$ cat src/rtl/phy_stat_pkg.sv
package phy_stat_pkg;
  localparam int ADDR_W = 5;
  localparam int DATA_W = 16;

  localparam logic [ADDR_W-1:0] ADDR_STAT = 5'd1;
  localparam logic [ADDR_W-1:0] ADDR_ID_HI = 5'd2;
  localparam logic [ADDR_W-1:0] ADDR_ID_LO = 5'd3;

  localparam logic [15:0] ID_HI_VAL = 16'h0181;
  localparam logic [5:0]  OUI_TAIL = 6'b101110;
  localparam logic [5:0]  MODEL_NUM = 6'b001011;
  localparam logic [3:0]  REV_NUM = 4'b0001;

  typedef struct packed {
    logic [11:0] rsvd;
    logic        an_able;
    logic        link;
    logic        jabber;
    logic        ext_cap;
  } stat_word_t;

  typedef struct packed {
    logic [5:0] oui_tail;
    logic [5:0] model;
    logic [3:0] rev;
  } id_lo_word_t;
endpackage

$ cat src/rtl/phy_stat_rst_sync.sv
module phy_stat_rst_sync #(
  parameter int STAGES = 2
) (
  input  logic clk,
  input  logic rst_n,
  output logic rst_sync_n
);
  logic [STAGES-1:0] sh_q;
  logic [STAGES-1:0] sh_d;

  always_comb begin
    sh_d = {sh_q[STAGES-2:0], 1'b1};
  end

  always_ff @(posedge clk or negedge rst_n) begin
    if (!rst_n) sh_q <= '0;
    else        sh_q <= sh_d;
  end

  assign rst_sync_n = sh_q[STAGES-1];
endmodule

$ cat src/rtl/phy_stat_latch.sv
module phy_stat_latch #(
  parameter bit LATCH_LOW = 1'b1
) (
  input  logic clk,
  input  logic rst_n,
  input  logic cond_i,
  input  logic clr_i,
  output logic q_o
);
  logic q;
  logic nxt;
  logic en;

  generate
    if (LATCH_LOW) begin : g_low
      always_comb nxt = cond_i & (q | clr_i);


      property drop_clears_p;
        @(posedge clk) disable iff (!rst_n) !cond_i |=> !q;
      endproperty
      link_drop_chk: assert property (drop_clears_p);


      property low_holds_p;
        @(posedge clk) disable iff (!rst_n) (!q && !clr_i) |=> !q;
      endproperty
      link_hold_chk: assert property (low_holds_p);
    end else begin : g_high
      always_comb nxt = cond_i | (q & ~clr_i);


      property event_sets_p;
        @(posedge clk) disable iff (!rst_n) cond_i |=> q;
      endproperty
      jab_set_chk: assert property (event_sets_p);


      property high_holds_p;
        @(posedge clk) disable iff (!rst_n) (q && !clr_i) |=> q;
      endproperty
      jab_hold_chk: assert property (high_holds_p);
    end
  endgenerate

  always_comb en = (nxt != q);

  always_ff @(posedge clk or negedge rst_n) begin
    if (!rst_n)  q <= 1'b0;
    else if (en) q <= nxt;
  end

  assign q_o = q;
endmodule

$ cat src/rtl/phy_stat_rdmux.sv
module phy_stat_rdmux
  import phy_stat_pkg::*;
(
  input  logic              rd_i,
  input  logic [ADDR_W-1:0] addr_i,
  input  logic              link_q_i,
  input  logic              jab_q_i,
  output logic [DATA_W-1:0] rdata_o,
  output logic              stat_clr_o
);
  stat_word_t  sw;
  id_lo_word_t idw;

  always_comb begin
    sw.rsvd    = '0;
    sw.an_able = 1'b1;
    sw.link    = link_q_i;
    sw.jabber  = jab_q_i;
    sw.ext_cap = 1'b1;
    idw.oui_tail = OUI_TAIL;
    idw.model    = MODEL_NUM;
    idw.rev      = REV_NUM;
  end

  always_comb begin
    rdata_o = '0;
    if (rd_i) begin
      unique case (addr_i)
        ADDR_STAT:  rdata_o = sw;
        ADDR_ID_HI: rdata_o = ID_HI_VAL;
        ADDR_ID_LO: rdata_o = idw;
        default:    rdata_o = '0;
      endcase
    end
  end

  assign stat_clr_o = rd_i && (addr_i == ADDR_STAT);
endmodule

$ cat src/rtl/phy_stat_regs.sv
module phy_stat_regs
  import phy_stat_pkg::*;
(
  input  logic              clk,
  input  logic              rst_n,
  input  logic              link_up_i,
  input  logic              jabber_i,
  input  logic              speed100_i,
  input  logic [ADDR_W-1:0] mgmt_addr_i,
  input  logic              mgmt_rd_i,
  output logic [DATA_W-1:0] mgmt_rdata_o
);
  logic rst_sync_n;
  logic link_q;
  logic jab_q;
  logic jab_ev;
  logic stat_clr;

  phy_stat_rst_sync #(.STAGES(2)) u_rst (
    .clk(clk), .rst_n(rst_n), .rst_sync_n(rst_sync_n)
  );

  always_comb jab_ev = jabber_i & ~speed100_i;

  phy_stat_latch #(.LATCH_LOW(1'b1)) u_link (
    .clk(clk), .rst_n(rst_sync_n), .cond_i(link_up_i),
    .clr_i(stat_clr), .q_o(link_q)
  );

  phy_stat_latch #(.LATCH_LOW(1'b0)) u_jab (
    .clk(clk), .rst_n(rst_sync_n), .cond_i(jab_ev),
    .clr_i(stat_clr), .q_o(jab_q)
  );

  phy_stat_rdmux u_mux (
    .rd_i(mgmt_rd_i), .addr_i(mgmt_addr_i), .link_q_i(link_q),
    .jab_q_i(jab_q), .rdata_o(mgmt_rdata_o), .stat_clr_o(stat_clr)
  );


  property fast_jab_p;
    @(posedge clk) disable iff (!rst_sync_n)
      (!jab_q && speed100_i) |=> !jab_q;
  endproperty
  fast_jab_ignored_chk: assert property (fast_jab_p);


  property other_read_keeps_p;
    @(posedge clk) disable iff (!rst_sync_n)
      (mgmt_rd_i && mgmt_addr_i != ADDR_STAT && !jabber_i) |=> $stable(jab_q);
  endproperty
  other_read_keeps_chk: assert property (other_read_keeps_p);


  property idle_zero_p;
    @(posedge clk) disable iff (!rst_sync_n) !mgmt_rd_i |-> (mgmt_rdata_o == '0);
  endproperty
  idle_zero_chk: assert property (idle_zero_p);


  property rearm_p;
    @(posedge clk) disable iff (!rst_sync_n)
      (stat_clr && link_up_i) |=> link_q;
  endproperty
  rearm_chk: assert property (rearm_p);


  property const_bits_p;
    @(posedge clk) disable iff (!rst_sync_n)
      (mgmt_rd_i && mgmt_addr_i == ADDR_STAT) |->
        (mgmt_rdata_o[0] && mgmt_rdata_o[3] && mgmt_rdata_o[15:4] == '0);
  endproperty
  const_bits_chk: assert property (const_bits_p);
endmodule

$ cat config.mk
export PLATFORM = sky130hd
export DESIGN_NAME = phy_stat_regs
export DESIGN_NICKNAME = d
export VERILOG_FILES = /design/src/rtl/phy_stat_pkg.sv /design/src/rtl/phy_stat_rst_sync.sv /design/src/rtl/phy_stat_latch.sv /design/src/rtl/phy_stat_rdmux.sv /design/src/rtl/phy_stat_regs.sv
export SDC_FILE = /design/constraint.sdc
export NUM_CORES = 1
export LEC_CHECK = 0
export BUFFER_PORTS_ARGS = -buffer_cell sky130_fd_sc_hd__buf_4
export CAP_MARGIN = 20
export CORE_AREA = 3 3 40 42
export DETAILED_ROUTE_END_ITERATION = 16
export DIE_AREA = 0 0 43 45
export GPL_TIMING_DRIVEN = 0
export SLEW_MARGIN = 20
export SYNTH_ARGS = -nofsm -noshare
export SYNTH_HDL_FRONTEND = slang
export SYNTH_SLANG_ARGS = --single-unit
export TNS_END_PERCENT = 10
$ cat constraint.sdc
create_clock -name clk -period 1 [get_ports clk]
set_clock_uncertainty 0.1 [all_clocks]
set_input_delay 0 -clock clk [delete_from_list [all_inputs] [get_ports clk]]
set_output_delay 0 -clock clk [all_outputs]
set_load 0.01 [all_outputs]
Yosys cells after proc, flatten, opt, wreduce, memory -nomap -nowiden
Index checks and enable logic that the tools add are counted.

Flip-flop bits (word level): 4. Input port bits: 11. Logic and storage cells: 18. Output and inout bits: 16.

Reductions and logical operators: 1. Muxes and demuxes: 2. Bitwise gates (word level): 7. Equality and inequality tests: 5.

Operators with widths (count): one-hot mux 16 bit (3 select lines) (1); two-way mux 16 bit (1); equality test 5 x 2 -> 1 bit (second input constant) (2); equality test 5 x 1 -> 1 bit (second input constant) (1); AND 1 bit (3); != test 1 bit (2); inverter 1 bit (2); bitwise OR 1 bit (2); logical AND 1 bit (1).

Logic depth before layout (Yosys ltp)
Gate-level depths: netlist of run 1.

Word-level depth: 6. Mapped depth: 4.

Cells and area by module
Synthesis of run 1 repeated with hierarchy kept, for this count alone.

Cells, all modules: 29. Area total of the unflattened synthesis: 295.3 µm².

By module, submodules not included: phy_stat_rdmux (area an instance 158.9 µm², instances 1, cells each 20); phy_stat_rst_sync (area an instance 53.8 µm², instances 1, cells each 3); phy_stat_latch (u_jab) (area an instance 36.3 µm², instances 1, cells each 3); phy_stat_latch (u_link) (area an instance 32.5 µm², instances 1, cells each 2); phy_stat_regs (area an instance 13.8 µm², instances 1, cells each 1).

Worst setup path before layout of run 1
Ideal clock, no wire load.

Path type: input to register. Start point: input mgmt_addr_i[4]. End point: register u_jab.q, in the netlist u_jab.q_o. Library setup time: 125 ps. Cell stages on the path: 4. Buffers on the path: 1. Arrival time: 667 ps. Slack: 108 ps. Path through: nor4b_4 -> and3b_1 -> buf_4 -> o22ai_1.

Longest elaborated chain between the ends: 6.

RTL lines: start, declared (line phy_stat_regs.sv:9) `input logic [ADDR_W-1:0] mgmt_addr_i,`; equality test 5 x 1 -> 1 bit (*) (line phy_stat_rdmux.sv:37) `assign stat_clr_o = rd_i && (addr_i == ADDR_STAT);`; logical AND 1 bit (*) (line phy_stat_rdmux.sv:37); inverter 1 bit (*) (line phy_stat_latch.sv:30) `always_comb nxt = cond_i | (q & ~clr_i);`; AND 1 bit (*) (line phy_stat_latch.sv:30); bitwise OR 1 bit (*) (line phy_stat_latch.sv:30); != test 1 bit (line phy_stat_latch.sv:46) `always_comb en = (nxt != q);`; end signal, assigned (line phy_stat_latch.sv:50) `else if (en) q <= nxt;`; end, declared (line phy_stat_latch.sv:10) `logic q;`.

Mark *: on every way between the ends. The rest lies on a longest branch, timed or not. A chain may end at the register's enable or synchronous reset.

Worst setup path in the final report of run 1
Start point: input mgmt_addr_i[3]. End point: output mgmt_rdata_o[2].

Longest elaborated chain between the ends: 3.

RTL lines: equality test 5 x 2 -> 1 bit or equality test 5 x 1 -> 1 bit (tied branches) (line phy_stat_rdmux.sv:28) `unique case (addr_i)`; one-hot mux 16 bit (3 select lines) (*) (line phy_stat_rdmux.sv:28); two-way mux 16 bit (*) (line phy_stat_rdmux.sv:27) `if (rd_i) begin`; end, declared (line phy_stat_regs.sv:11) `output logic [DATA_W-1:0] mgmt_rdata_o`.

Marks and branches as above.

==> run metrics, run 1 <==
area leader, netlist=dfrtp_1; post-synth top area share=36.5%; main combinational cell family by area after synthesis=buffers and inverters; share of layout cells above drive strength 1=64.6%; post-detail-place hpwl=a little under 500 µm; Compound-Gate Fraction of Synth Area=7.76%; Buf/Inv on CP=2; Placed Area=469 µm²; clock tree buffer depth=2; area share of and/or/nand/nor cells after synthesis=between 20 and 25%; Peak supply drop=about 0.7 mV; Cell Chain, Critical Path=buf_6 > nor4b_4 > and3b_2 > and2_4 > buf_6; Vias=around 280; Worst Setup End Kind=output port; drt via density=3.51; WP data required=around 900 ps; fin nets=78; synthesized area=274 µm²; CP max FO=5; CORE AREA=1280 µm²; Antenna diodes=0; clock power share=40.9%; input/output buffers=22; Synth Area in Adders=0%; average size of a mapped cell=approximately 9.4 µm²; Die Span X=43 µm; DR WL/cell=7.24 µm; pre-CTS WS=-85.7 ps; CTS tree=yes; Slew Limit Fails=0; Die Ht=45 µm; Hold Path Class=input port to output port; mux share of post-synthesis cell area=0%; IO Pins=27; CP top delay family=simple AND/OR/NAND/NOR gates; post-synth cell types=12; Cells after Synth=29; # setup viols final=2; post-layout util=45.9%; Worst Setup Start Kind=input port; Comb power frac=22.4%; Initial Util=21.3%; Arrival @ worst endpoint=910 ps; clk root buf=clkbuf_4; grt ovf=0; most frequent cells in the layout=buf_4, dlygate4sd3_1, conb_1; flops & latches, synth=4; commonest non-fill, non-tap cell in the layout=buf_4; initial DRC count=0; P per Cell Area=790 nW/µm²; H-tree depth=1; Total Wirelength=579 µm; status=finished with violations; Num CTS Buffers=3; Synth Area in XOR/XNOR=0%; GR Util All Layers=6.10%; Sw Ratio=19.9%; top post-synthesis cells by area=dfrtp_1, buf_4, nor4b_4; area occupied by multi-input gates=106 µm²; register area=100 µm²; largest net degree at the start of global routing=7; Final Worst Setup Slack=-8.17 ps; max incr delay on CP=300 ps; max_cap viols=0; RSZ-0062 raised after global routing=yes; Finished Cell Area=589 µm²; drt first pass iters=1; Fillers=124; failing checks=setup timing; final hold vios=0; Syn-to-layout area delta=115%; clk sink count=4; Die Area=1940 µm²; antenna violations before repair=0; post-route minimum period=1010 ps; sequential share of power=36.7%; Critical Path Slowest Stage Cell=nor4b_4; vias in the first global route=230; DRC errors left=0; Routability Congestion=0.628; critical path class=input port to output port; NetSw=approximately 93 µW; FP Rows=13; CP dominant cell by count=buf_6; worst-skew pair later-pin latency=about 230 ps; antenna-violating nets left=0; Ys Warns=0; P_int=approximately 370 µW; Max Fclk=just under 1000 MHz; P_leak=0.346 nW; first-pass GRT wire length=848 µm; Seq/Total Area, Yosys=36.5%; Final Cycle Share=101%
-- worst min-delay path, cell delays in order --
cell and delay (ps):
buf_4 90, nor2_1 40, buf_4 130
-- cells by family (layout without fill, tap and decap cells) --
group                  count (synthesis)  count (layout)
buffers and inverters                 13              46
other                                  2               5
DFF                                    4               4
and+or+nand+nor                        7               7
AOI/OAI and AO/OA                      3               3
-- sequential cells by signal, indices dropped and copies added (netlist names) --
signal and cells:
u_rst.sh_q 2, u_jab.q_o 1, u_link.q_o 1
-- path summary, 6_finish.rpt --
path	startpoint	to	slack, ps	cells after the start
setup / recovery	mgmt_addr_i[3]	mgmt_rdata_o[2]	-8	5
max in group asynchronous	rst_n	u_rst.sh_q[1]$_DFF_PN0_	160	3
setup reg to reg	u_rst.sh_q[1]$_DFF_PN0_	u_link.q_o$_DFFE_PN0P_	230	1
hold reg to reg	u_rst.sh_q[0]$_DFF_PN0_	u_rst.sh_q[1]$_DFF_PN0_	250	0
min in group asynchronous	u_rst.sh_q[1]$_DFF_PN0_	u_jab.q_o$_DFFE_PN0P_	450	1
hold / removal	mgmt_addr_i[0]	mgmt_rdata_o[8]	160	3
-- power groups by stage --
| stage | logic (mW) | registers, mW | clock network, mW |
|---|---|---|---|
| after floorplan | 0.0347 | 0.173 | 0 |
| after global placement | 0.0790 | 0.173 | 0 |
| after detailed placement | 0.0798 | 0.174 | 0 |
| after CTS | 0.102 | 0.171 | 0.200 |
| after global routing | 0.114 | 0.171 | 0.222 |
| final | 0.104 | 0.171 | 0.191 |
-- per-stage QoR --
stage / TNS [ps] / total power [mW] / std cells / hold WS [ps]
floorplan: 0 / 0.208 / 32 / -396
detailed placement: -667 / 0.254 / 69 / -316
global route: -211 / 0.507 / 80 / 183
CTS: -158 / 0.473 / 78 / 145
finish: -16.0 / 0.466 / 80 / 165
global placement: -761 / 0.252 / 69 / -316
-- cells in the mapped netlist, drive strengths merged --
| cell | n |
|---|---|
| and2 | 2 |
| and3 | 1 |
| and3b | 1 |
| buf | 10 |
| conb | 2 |
| dfrtp | 4 |
| inv | 3 |
| nand2 | 1 |
| nor2 | 1 |
| nor4b | 1 |
| o21a | 2 |
| o22ai | 1 |
-- final cells by class --
| cell class | instances | share of cell area (%) |
|---|---|---|
| Inverter | 3 | 1.91 |
| Buffer | 9 | 11.5 |
| Timing Repair Buffer | 31 | 44.6 |
| Sequential cell | 4 | 17.0 |
| Clock buffer | 3 | 3.82 |
| Tap cell | 15 | 3.18 |
| Multi-Input combinational cell | 15 | 18.0 |
-- layer usage --
metal | global-route usage (%) | part of all wire, % | vias to the layer above
met2 | 8.38 | 47 | 17
met3 | 5.18 | 17 | 0
li1 | - | - | 149
met5 | 0 | 0 | -
met4 | 1.81 | 0 | 0
met1 | 7.07 | 36 | 115
-- repair_timing --
item | in CTS | in global routing
resized for setup | 8 | 0
hold buffers | 6 | 0
setup buffers | 1 | 2
endpoints found under the hold margin | 6 | 0
setup endpoints to repair | 8 | 7
pin swaps | 4 | 2
(Power assumes the default switching activity.)
==> run 2, diff against run 1 <==
clock period = 0.9 ns   (was 1 ns; I/O delays follow)
==> run 2 against run 1 <==
Utilization unchanged. Wire length unchanged. Clock-buffer cell count unchanged. Hold slack unchanged. First-iteration DRC count unchanged. The run still ends with setup timing left. Total power up 11%.
==> run metrics, run 2 (synthesized netlist as in run 1, its figures left out) <==
worst-skew pair later-pin latency=~230 ps; antenna violations before repair=0; clock tree buffer depth=2; status=finished with violations; share of layout cells above drive strength 1=64.6%; GR Util All Layers=6.10%; DRC errors left=0; max reg flops=2; most frequent cells in the layout=buf_4, dlygate4sd3_1, conb_1; Routability Congestion=0.628; Worst Setup Start Kind=input port; commonest non-fill, non-tap cell in the layout=buf_4; Syn-to-layout area delta=115%; Final Cycle Share=112%; CP dominant cell by count=buf_6; clk root buf=clkbuf_4; post-layout util=between 40 and 50%; Fillers=124; Die Span X=between 40 and 50 µm; P_leak=0.346 nW; first-pass GRT wire length=~850 µm; post-route minimum period=1010 ps; clk sink count=4; drt first pass iters=1; drt via density=roughly 3.5; antenna-violating nets left=0; Total Wirelength=579 µm; input/output buffers=22; fin nets=78; WP data required=800 ps; Num CTS Buffers=3; IO Pins=27; Final Worst Setup Slack=-108 ps; P per Cell Area=~880 nW/µm²; Arrival @ worst endpoint=910 ps; Antenna diodes=0; CORE AREA=1280 µm²; Vias=281; Die Area=about 1900 µm²; initial DRC count=0; pre-CTS WS=-186 ps; Max Fclk=992 MHz; largest reg by FF count=u_rst.sh_q; max_cap viols=0; H-tree depth=1; max incr delay on CP=300 ps; post-detail-place hpwl=~480 µm; Peak supply drop=0.757 mV; Die Ht=45 µm; grt ovf=0; CTS tree=yes; Critical Path Slowest Stage Cell=nor4b_4; Initial Util=21.3%; area occupied by multi-input gates=approximately 110 µm²; # setup viols final=10; Hold Path Class=input port to output port; critical path class=input port to output port; FP Rows=13; RSZ-0062 raised after global routing=yes; DR WL/cell=7.24 µm; final hold vios=0; largest net degree at the start of global routing=7; register area=roughly 100 µm²; CP max FO=5; failing checks=setup timing; vias in the first global route=230; Worst Setup End Kind=output port; Slew Limit Fails=0; Cell Chain, Critical Path=buf_6 > nor4b_4 > and3b_2 > and2_4 > buf_6
## run 2: cell counts in the layout (fill, tap and decap cells not counted)
Identical to the previous run, type by type.
## run 2: report_power, final
group / switching [mW] / leakage (nW) / total (mW) / internal (mW)
clock: 0.0632 / 0.0138 / 0.212 / 0.148
sequential: 0.00206 / 0.0462 / 0.190 / 0.188
combinational: 0.0379 / 0.286 / 0.116 / 0.0781
total: 0.103 / 0.346 / 0.517 / 0.414
## run 2: critical path, delay by kind of cell
kind	cells	cell delay (ps)
AND/OR/NAND/NOR	3	720
buffers and inverters	2	180
## run 2: timing repair
item	in CTS	in global routing
pin swaps	4	2
resized for setup	8	0
setup endpoints to repair	9	11
buffers inserted	1	2
hold buffers	6	0
hold endpoints to repair	6	0
## run 2: stage by stage
step / power [mW] / area, µm² / hold slack (ps) / cells / TNS (ps)
after global placement: 0.280 / 469 / -316 / 69 / -1840
after CTS: 0.525 / 574 / 145 / 78 / -920
final: 0.517 / 589 / 165 / 80 / -701
after global routing: 0.563 / 589 / 183 / 80 / -1060
after floorplan: 0.231 / 285 / -396 / 32 / 0
after detailed placement: 0.282 / 469 / -316 / 69 / -1730
## run 2: area by class of cell
| cell class | count | share of cell area, % |
|---|---|---|
| Timing Repair Buffer | 31 | 44.6 |
| Multi-Input combinational cell | 15 | 18.0 |
| Sequential cell | 4 | 17.0 |
| Buffer | 9 | 11.5 |
| Clock buffer | 3 | 3.82 |
| Tap cell | 15 | 3.18 |
| Inverter | 3 | 1.91 |
## run 2: worst paths after layout
| kind | slack, ps | depth (start not counted) | endpoint | startpoint |
|---|---|---|---|---|
| setup / recovery | -110 | 5 | mgmt_rdata_o[2] | mgmt_addr_i[3] |
| min in group asynchronous | 450 | 1 | u_jab.q_o$_DFFE_PN0P_ | u_rst.sh_q[1]$_DFF_PN0_ |
| hold / removal | 160 | 3 | mgmt_rdata_o[8] | mgmt_addr_i[0] |
| max in group asynchronous | 60 | 3 | u_rst.sh_q[1]$_DFF_PN0_ | rst_n |
| setup reg to reg | 130 | 1 | u_link.q_o$_DFFE_PN0P_ | u_rst.sh_q[1]$_DFF_PN0_ |
| hold reg to reg | 250 | 0 | u_rst.sh_q[1]$_DFF_PN0_ | u_rst.sh_q[0]$_DFF_PN0_ |
## run 2: routing by layer
metal  wire [µm]  track usage, %  share of wire, %
met5           0               0                 0
met4           0            1.81                 0
met3          99            5.18                17
met2         270            8.38                47
met1         209            7.07                36
